[src/rtl/tri_pkg.sv]
package tri_pkg;

    typedef enum logic {
        SWP_RISE,
        SWP_FALL
    } sweep_e;

    typedef enum logic {
        CAP_PRIME,
        CAP_WATCH
    } cap_e;

    // active-high segment pattern, bit0 = a .. bit6 = g
    function automatic logic [6:0] seg_of(input logic [3:0] digit);
        logic [6:0] s;
        unique case (digit)
            4'd1:    s = 7'h06;
            4'd2:    s = 7'h5B;
            4'd3:    s = 7'h4F;
            4'd4:    s = 7'h66;
            4'd5:    s = 7'h6D;
            4'd6:    s = 7'h7D;
            4'd7:    s = 7'h07;
            4'd8:    s = 7'h7F;
            default: s = 7'h00;
        endcase
        return s;
    endfunction

endpackage

[src/rtl/tri_step_pacer.sv]
module tri_step_pacer #(
    parameter int STEP_CLKS = 50
) (
    input  logic clk,
    input  logic rst_n,
    output logic step_tick
);
    localparam int CW = (STEP_CLKS > 1) ? $clog2(STEP_CLKS) : 1;
    localparam logic [CW-1:0] LAST = CW'(STEP_CLKS - 1);

    logic [CW-1:0] cnt_q;

    assign step_tick = (cnt_q == LAST);

    always_ff @(posedge clk) begin
        if (!rst_n)         cnt_q <= '0;
        else if (step_tick) cnt_q <= '0;
        else                cnt_q <= cnt_q + 1'b1;
    end

    generate
        if (STEP_CLKS > 1) begin : g_spaced
            assert_tick_spaced_R2: assert property (@(posedge clk) disable iff (!rst_n)
                step_tick |=> !step_tick);
        end
    endgenerate

endmodule

[src/rtl/tri_sweeper.sv]
module tri_sweeper
    import tri_pkg::*;
#(
    parameter int CODE_W = 8
) (
    input  logic              clk,
    input  logic              rst_n,
    input  logic              step_tick,
    output logic [CODE_W-1:0] code
);
    localparam logic [CODE_W-1:0] TOP = {CODE_W{1'b1}};
    localparam logic [CODE_W-1:0] ONE = CODE_W'(1);

    sweep_e              state_q, state_d;
    logic [CODE_W-1:0]   code_q,  code_d;

    // state register
    always_ff @(posedge clk) begin
        if (!rst_n) begin
            state_q <= SWP_RISE;
            code_q  <= '0;
        end else begin
            state_q <= state_d;
            code_q  <= code_d;
        end
    end

    // next state and code
    always_comb begin
        state_d = state_q;
        code_d  = code_q;
        if (step_tick) begin
            unique case (state_q)
                SWP_RISE: begin
                    if (code_q == TOP) begin
                        state_d = SWP_FALL;          // rise_to_fall
                        code_d  = code_q - 1'b1;
                    end else begin
                        code_d  = code_q + 1'b1;
                    end
                end
                SWP_FALL: begin
                    if (code_q == ONE) begin
                        state_d = SWP_RISE;          // fall_to_rise
                        code_d  = code_q + 1'b1;
                    end else begin
                        code_d  = code_q - 1'b1;
                    end
                end
                default: ;
            endcase
        end
    end

    assign code = code_q;

    assert_hold_between_steps_R2: assert property (@(posedge clk) disable iff (!rst_n)
        !step_tick |=> $stable(code_q));
    assert_unit_step_R2: assert property (@(posedge clk) disable iff (!rst_n)
        step_tick |=> ((int'(code_q) - int'($past(code_q)) == 1) ||
                       (int'($past(code_q)) - int'(code_q) == 1)));
    assert_top_turns_R3: assert property (@(posedge clk) disable iff (!rst_n)
        (step_tick && code_q == TOP) |=> (code_q == TOP - 1'b1));
    assert_no_zero_falling_R4: assert property (@(posedge clk) disable iff (!rst_n)
        (state_q == SWP_FALL) |-> (code_q != '0));

endmodule

[src/rtl/tri_toggle_capture.sv]
module tri_toggle_capture
    import tri_pkg::*;
#(
    parameter int CODE_W      = 8,
    parameter int SYNC_STAGES = 2
) (
    input  logic              clk,
    input  logic              rst_n,
    input  logic              comp_in,
    input  logic [CODE_W-1:0] code,
    output logic              fire,
    output logic [CODE_W-1:0] height,
    output logic              height_vld
);
    localparam int PW = $clog2(SYNC_STAGES + 1) + 1;
    localparam logic [PW-1:0] PRIME_LAST = PW'(SYNC_STAGES);

    logic [SYNC_STAGES-1:0] sync_q;
    logic                   prev_q;
    logic                   toggle;
    cap_e                   state_q, state_d;
    logic [PW-1:0]          prime_q;
    logic [CODE_W-1:0]      height_q;
    logic                   vld_q;

    // synchronizer chain
    always_ff @(posedge clk) begin
        if (!rst_n) sync_q[0] <= 1'b0;
        else        sync_q[0] <= comp_in;
    end
    generate
        for (genvar i = 1; i < SYNC_STAGES; i++) begin : g_sync
            always_ff @(posedge clk) begin
                if (!rst_n) sync_q[i] <= 1'b0;
                else        sync_q[i] <= sync_q[i-1];
            end
        end
    endgenerate

    always_ff @(posedge clk) begin
        if (!rst_n) prev_q <= 1'b0;
        else        prev_q <= sync_q[SYNC_STAGES-1];
    end

    assign toggle = sync_q[SYNC_STAGES-1] ^ prev_q;

    // state register
    always_ff @(posedge clk) begin
        if (!rst_n) begin
            state_q <= CAP_PRIME;
            prime_q <= '0;
        end else begin
            state_q <= state_d;
            prime_q <= (state_q == CAP_PRIME) ? prime_q + 1'b1 : prime_q;
        end
    end

    always_comb begin
        state_d = state_q;
        fire    = 1'b0;
        unique case (state_q)
            CAP_PRIME: if (prime_q == PRIME_LAST) state_d = CAP_WATCH;   // prime_done
            CAP_WATCH: fire = toggle;
            default: ;
        endcase
    end

    // outputs
    always_ff @(posedge clk) begin
        if (!rst_n) begin
            height_q <= '0;
            vld_q    <= 1'b0;
        end else begin
            vld_q <= fire;
            if (fire) height_q <= code;
        end
    end

    assign height     = height_q;
    assign height_vld = vld_q;

    assert_no_capture_while_priming_R5: assert property (@(posedge clk) disable iff (!rst_n)
        (state_q == CAP_PRIME) |=> !vld_q);
    assert_height_holds_R11: assert property (@(posedge clk) disable iff (!rst_n)
        !fire |=> $stable(height_q));
    assert_strobe_from_toggle_R8: assert property (@(posedge clk) disable iff (!rst_n)
        vld_q |-> $past(sync_q[SYNC_STAGES-1]) != $past(prev_q));

endmodule

[src/rtl/tri_bin_display.sv]
module tri_bin_display
    import tri_pkg::*;
#(
    parameter int CODE_W = 8
) (
    input  logic              clk,
    input  logic              rst_n,
    input  logic              fire,
    input  logic [CODE_W-1:0] code,
    output logic [3:0]        bin_digit,
    output logic [6:0]        seg_out
);
    localparam int SHIFT = CODE_W - 3;

    logic [CODE_W-1:0] less_one;
    logic [3:0]        digit_d, digit_q;
    logic [6:0]        seg_q;

    assign less_one = code - 1'b1;

    always_comb begin
        if (code == '0) digit_d = 4'd1;
        else            digit_d = 4'(less_one >> SHIFT) + 4'd1;
    end

    always_ff @(posedge clk) begin
        if (!rst_n) begin
            digit_q <= '0;
            seg_q   <= '0;
        end else if (fire) begin
            digit_q <= digit_d;
            seg_q   <= seg_of(digit_d);
        end
    end

    assign bin_digit = digit_q;
    assign seg_out   = seg_q;

    assert_digit_range_R9: assert property (@(posedge clk) disable iff (!rst_n)
        fire |=> (digit_q >= 4'd1 && digit_q <= 4'd8));
    assert_seg_lit_R10: assert property (@(posedge clk) disable iff (!rst_n)
        fire |=> (seg_q != 7'h00));
    assert_display_holds_R11: assert property (@(posedge clk) disable iff (!rst_n)
        !fire |=> ($stable(digit_q) && $stable(seg_q)));

endmodule

[src/rtl/tri_height_digitizer.sv]
module tri_height_digitizer #(
    parameter int CODE_W    = 8,
    parameter int STEP_CLKS = 50
) (
    input  logic              clk,
    input  logic              rst_n,
    input  logic              comp_in,
    output logic [CODE_W-1:0] ref_code,
    output logic [CODE_W-1:0] height,
    output logic              height_vld,
    output logic [3:0]        bin_digit,
    output logic [6:0]        seg_out
);
    localparam int SYNC_STAGES = 2;

    logic step_tick;
    logic fire;

    tri_step_pacer #(.STEP_CLKS(STEP_CLKS)) u_pacer (
        .clk       (clk),
        .rst_n     (rst_n),
        .step_tick (step_tick)
    );

    tri_sweeper #(.CODE_W(CODE_W)) u_sweep (
        .clk       (clk),
        .rst_n     (rst_n),
        .step_tick (step_tick),
        .code      (ref_code)
    );

    tri_toggle_capture #(.CODE_W(CODE_W), .SYNC_STAGES(SYNC_STAGES)) u_cap (
        .clk        (clk),
        .rst_n      (rst_n),
        .comp_in    (comp_in),
        .code       (ref_code),
        .fire       (fire),
        .height     (height),
        .height_vld (height_vld)
    );

    tri_bin_display #(.CODE_W(CODE_W)) u_disp (
        .clk       (clk),
        .rst_n     (rst_n),
        .fire      (fire),
        .code      (ref_code),
        .bin_digit (bin_digit),
        .seg_out   (seg_out)
    );

    assert_strobe_updates_display_R9: assert property (@(posedge clk) disable iff (!rst_n)
        height_vld |-> (bin_digit != 4'd0));

endmodule

[config.mk]
export PLATFORM = sky130hd
export DESIGN_NAME = tri_height_digitizer
export DESIGN_NICKNAME = d
export VERILOG_FILES = /design/src/rtl/tri_pkg.sv /design/src/rtl/tri_step_pacer.sv /design/src/rtl/tri_sweeper.sv /design/src/rtl/tri_toggle_capture.sv /design/src/rtl/tri_bin_display.sv /design/src/rtl/tri_height_digitizer.sv
export SDC_FILE = /design/constraint.sdc
export NUM_CORES = 1
export LEC_CHECK = 0
export ABC_AREA = 1
export BUFFER_PORTS_ARGS = -buffer_cell sky130_fd_sc_hd__buf_2
export CAP_MARGIN = 20
export CORE_MARGIN = 2
export CORE_UTILIZATION = 61
export DETAILED_ROUTE_END_ITERATION = 16
export GPL_TIMING_DRIVEN = 0
export HOLD_SLACK_MARGIN = 0.15
export PLACE_DENSITY = 0.91
export SYNTH_ARGS = -nofsm -noshare
export SYNTH_HDL_FRONTEND = slang
export SYNTH_SLANG_ARGS = --single-unit
[constraint.sdc]
create_clock -name clk -period 7.2 [get_ports clk]
set_input_delay 1.44 -clock clk [delete_from_list [all_inputs] [get_ports clk]]
set_output_delay 1.44 -clock clk [all_outputs]
set_load 0.01 [all_outputs]
After elaboration in Yosys (flattened, before gate mapping)
Memories as Yosys holds them, arrays and structs flattened. A register that Yosys moved wholly into a read port is not among the register bits.
Cells that the tools add are included.
{ "classes": {"mux": 10, "bitwise_logic": 3, "n_reduce_logical": 3, "n_addsub": 5, "eq_ne": 4} }
{ "op_table": {"columns": ["op", "count"], "rows": [
  ["2-to-1 mux 8 bit", 2],
  ["one-hot mux 8 bit (2 select lines)", 1],
  ["adder 8 x 1 -> 8 bit (second input constant)", 1],
  ["== test 8 x 1 -> 1 bit (second input constant)", 1],
  ["== test 8 bit (second input constant)", 1],
  ["zero test 8 bit", 1],
  ["subtractor 8 x 1 -> 8 bit (second input constant)", 1],
  ["adder 6 x 1 -> 6 bit (second input constant)", 1],
  ["== test 6 bit (second input constant)", 1],
  ["2-to-1 mux 1 bit", 5],
  ["adder 3 x 1 -> 4 bit (second input constant)", 1],
  ["2-to-1 mux 4 bit", 1],
  ["adder 3 x 1 -> 3 bit (second input constant)", 1],
  ["== test 3 x 2 -> 1 bit (second input constant)", 1],
  ["inverter 1 bit", 2],
  ["one-hot mux 1 bit (2 select lines)", 1],
  ["OR reduction 2 bit", 1],
  ["zero test 1 bit", 1],
  ["bitwise XOR 1 bit", 1]
]} }
{ "totals": {"wordCells": 37, "output_inout_bits": 28, "ff_bits": 35, "mem_bits_ro": 112, "memories": 1} }
{ "memory_table": {"columns": ["memory", "words", "width", "rd", "rd_ports_with_merged_regs", "wr", "line", "source"], "rows": [
  ["(no name shown)", 16, 7, 1, 1, 0, "tri_pkg.sv:16", "unique case (digit)"]
]} }

Depth between registers and ports, before layout
{ "depth": {"ltp_word": 3, "depth_mapped": 17, "mapped_depth_nobuf": 17} }

Cells and area by module
From an unflattened synthesis, not the netlist that was laid out.
{ "unflattened": {"cells_unflattened": 356, "area_unflattened_um2": 2487.4} }
{ "by_module_without_submodules": {"columns": ["mod", "instances", "cells_each", "seq_area_each_um2", "area_per_inst_um2"], "rows": [
  ["tri_sweeper", 1, 127, 180.2, 773.2],
  ["tri_bin_display", 1, 109, 220.2, 767.0],
  ["tri_toggle_capture", 1, 87, 320.3, 675.6],
  ["tri_step_pacer", 1, 33, 120.1, 271.5]
]} }

Least setup slack after synthesis
OpenSTA, ideal clock, no wires.
{ "synth_timing": {"path_type": "register to register", "startpoint": "register u_sweep.code_q[0], in the netlist u_sweep.code[0]", "endpoint": "register u_disp.seg_q[3], in the netlist u_disp.seg_out[3]", "setup_slack_ps": 4813, "path_stages_with_launch": 18, "arrival_time_ps": 2273, "path_cell_list": "dfxtp_1 -> inv_1 -> ha_1 -> nand2_1 -> nor2_1 -> o21ai_0 -> nand2_2 -> ha_1 -> inv_1 -> nor2_1 -> inv_1 -> ha_1 -> nand3_1 -> nand2_1 -> nand2_1 -> nand2_1 -> nand2_1 -> nand2_1"} }
{ "synth_via": {"elab_chain_len": 3, "word_cells_on_any_way": 4, "cone_classes": "add/sub (2); mux (1); reduce/logical (1)"} }
{ "synth_rtl": {"columns": ["element", "line", "source"], "rows": [
  ["start: declaration", "tri_sweeper.sv:15", "logic [CODE_W-1:0] code_q, code_d;"],
  ["start signal: assignment", "tri_sweeper.sv:24", "code_q <= code_d;"],
  ["subtractor 8 x 1 -> 8 bit", "tri_bin_display.sv:19", "assign less_one = code - 1'b1;"],
  ["adder 3 x 1 -> 4 bit", "tri_bin_display.sv:23", "else digit_d = 4'(less_one >> SHIFT) + 4'd1;"],
  ["2-to-1 mux 4 bit (*)", "tri_bin_display.sv:22", "if (code == '0) digit_d = 4'd1;"],
  ["net u_disp.digit_d[1]", "tri_bin_display.sv:16", "logic [3:0] digit_d, digit_q;"],
  ["end: declaration", "tri_bin_display.sv:17", "logic [6:0] seg_q;"]
]} }
The timed path passes the listed nets; every way through them passes the cells marked *.
A chain may end at the register's enable or synchronous reset.

Worst setup path in the final report
Ends and elaborated chain as after synthesis.

==> qor.csv <==
metric,value,unit
run status,"finished, final reports clean",
Leak,1.150,nW
# resized after CTS,0,
final setup vio count,0,
Crit Path Class,reg -> reg,
H-tree depth,2,
first-pass GRT wire length,7583,microns
Syn. warnings,0,
total of max-cap violations,0,
Die Y,63.42,microns
Crit. End Element,flip-flop,
Max clock buf depth,2,
clk slew on worst S/H paths,0.12,ns
RSZ-0062 raised after global routing,false,
Initial Utilization,0.6403,
Final Non-Filler Cells,365,
"EDFF count, synth",0,
Critical Path Fanout Max,7,
Syn Nets,297,
CTS tree,done,
layout cells sized above 1,0.2320,
die width,63.42,microns
"Primary FF master, synth",dfxtp_1,
cell accounting for the most synthesized area,dfxtp_1,
Slew headroom,0.6991,
post-DR wirelength/cell,11.84,microns
Core Area,0.003363,sq mm
final wirelength,4322,microns
max-slew violations,0,
Worst Hold Slack,0.4319,ns
Pwr Density,170.4,mW/mm^2
Layout Skew,0.01045,ns
async set-reset flop share out of synthesis,0,
final-stage net count,334,
fin crit period,2.716,ns
dpl hpwl,3284,microns
count of different cell masters after synthesis,33,
Overall Global Routing Usage,0.2362,
top-count cell post-synth,nand2_1,
vias per cell,5.304,
Mapped Area,0.002153,sq mm
area grow syn2layout,11.85,%
Fmax,368.1,MHz
largest net degree at the start of global routing,13,
vias in the first global route,1762,
clock sinks,42,
worst min path class,reg -> reg,
Sum Neg Setup Slack,0,ns
TritonRoute pass-1 iters,4,
detailed-route via count,1936,
"antenna viol nets, final",0,
Synth area leaders,"dfxtp_1 (39%), nand2_1 (7.5%), ha_1 (7.0%), o21ai_0 (6.7%), inv_1 (5.2%)",
Root Driver,clkbuf_4,
utilization after layout,0.7161,
register area share after synthesis,0.3905,
cts bufs inserted,5,
Synth top area share,0.3905,
DRC viols,0,
1st-iter DRT viols,98,
gp weighted congestion,0.9201,
grt ovf,0,
overall die area,0.004021,sq mm
Post-synth top cells,"nand2_1 (43), dfxtp_1 (42), inv_1 (30)",
Worst-Margin Slew,0.4513,ns
Avg Inst Size Synth,7.636,sq um
I/O pins,31,
cell total after placement,358,
initial antenna violation count,0,
crit share post-route,0.3773,
CP startpoint kind,flip-flop,
worst vdd ir,119.3,uV
Required @ worst endpoint,7.45,ns
"Hold Vio Cnt, Final",0,
Post-CTS Setup Repair Bufs,0,
Yosys reg bits,42,
port bufs,30,
cell count after synthesis,282,
Antenna diodes,0,
Worst EP arrival,2.97,ns
FP Rows,21,
clk_lat worst skew,0.35,ns
hold_buf cts,0,
==> worst max-delay path, cell delays in order, from the launching register on <==
cell     delay (ns)
dfxtp_1        0.37
inv_1          0.24
ha_1           0.24
nand2_1        0.08
o21ai_0        0.25
nand2_2        0.15
ha_1           0.30
inv_1          0.03
nor2_1         0.20
inv_1          0.13
ha_1           0.28
nand3_1        0.11
nand2_1        0.06
nand2_1        0.05
nand2_1        0.04
nand2_1        0.05
nand2_1        0.04
==> worst paths after layout <==
check / endpoint / slack (ns) / depth (start not counted) / from
worst min register to register: u_cap.sync_q[1] / 0.43 / 2 / u_cap.sync_q[0]
worst min-delay path: u_cap.sync_q[1] / 0.43 / 2 / u_cap.sync_q[0]
worst max-delay path: u_disp.seg_out[3] / 4.48 / 16 / u_sweep.code[0]
worst max register to register: u_disp.seg_out[3] / 4.48 / 16 / u_sweep.code[0]
==> layout make-up <==
class                   instances  area [sq um]
clock inverters                 2         10.01
clock buffers                   5         37.54
inverters                      37         138.9
fillers                       281         954.7
multi-input cells             196          1131
flip-flops and latches         42         840.8
well taps                      46         57.56
repair buffers                 30         150.1
plain buffers                   7         42.54
==> cell families (layout without fill, tap and decap cells) <==
logic type      after synthesis  in the layout  share of synthesized area
flops                        42             42                     0.3905
xor+xnor                      5              5                    0.02034
fa+ha+maj                    12             12                    0.06973
buf+inv                      44             81                    0.08425
compound gates               61             61                     0.1534
simple gates                118            118                     0.2818
==> metal layers <==
layer,wire [microns],global-route usage,vias to the layer above,part of all wire
met1,2026,0.3025,895,0.47
met3,183,0.04286,8,0.042
met2,2044,0.3908,41,0.47
met4,68,0.09783,0,0.016
met5,0,0,-,0
li1,-,-,992,-
==> cell usage in the layout, fill, tap and decap left out, drive strengths merged, types with 2 or more instances in the layout <==
cell	n
a21oi	24
buf	34
clkbuf	8
clkinv	3
dfxtp	42
ha	12
inv	36
nand2	56
nand3	18
nand4	4
nor2	32
nor3	6
o211ai	3
o21ai	30
o22ai	2
xor2	4
==> sequential cells by signal, summed over array words and instances (netlist names) <==
register / cells
u_sweep.code: 8
u_disp.seg_out: 7
u_disp.bin_digit: 4
u_cap.sync_q: 2
u_cap.prev_q: 1
u_sweep.state_q: 1
u_cap.state_q: 1
u_pacer.cnt_q: 6
u_cap.height_vld: 1
u_cap.prime_q: 3
u_cap.height: 8
==> power breakdown <==
part | switching [mW] | internal, mW
Clock | 0.0730 | 0.0351
Sequential | 0.00898 | 0.248
Combinational | 0.0276 | 0.0181
==> metrics by stage <==
step                      setup slack [ns]  total power, mW  instance area [sq um]
after floorplan                      4.813           0.2919                   2153
after global placement               4.564           0.3047                   2361
after detailed placement             4.511           0.3080                   2361
after CTS                            4.524           0.4124                   2409
after global routing                 4.243           0.4296                   2409
final                                4.484           0.4104                   2409
No activity file was read; power rests on OpenSTA's default activity.
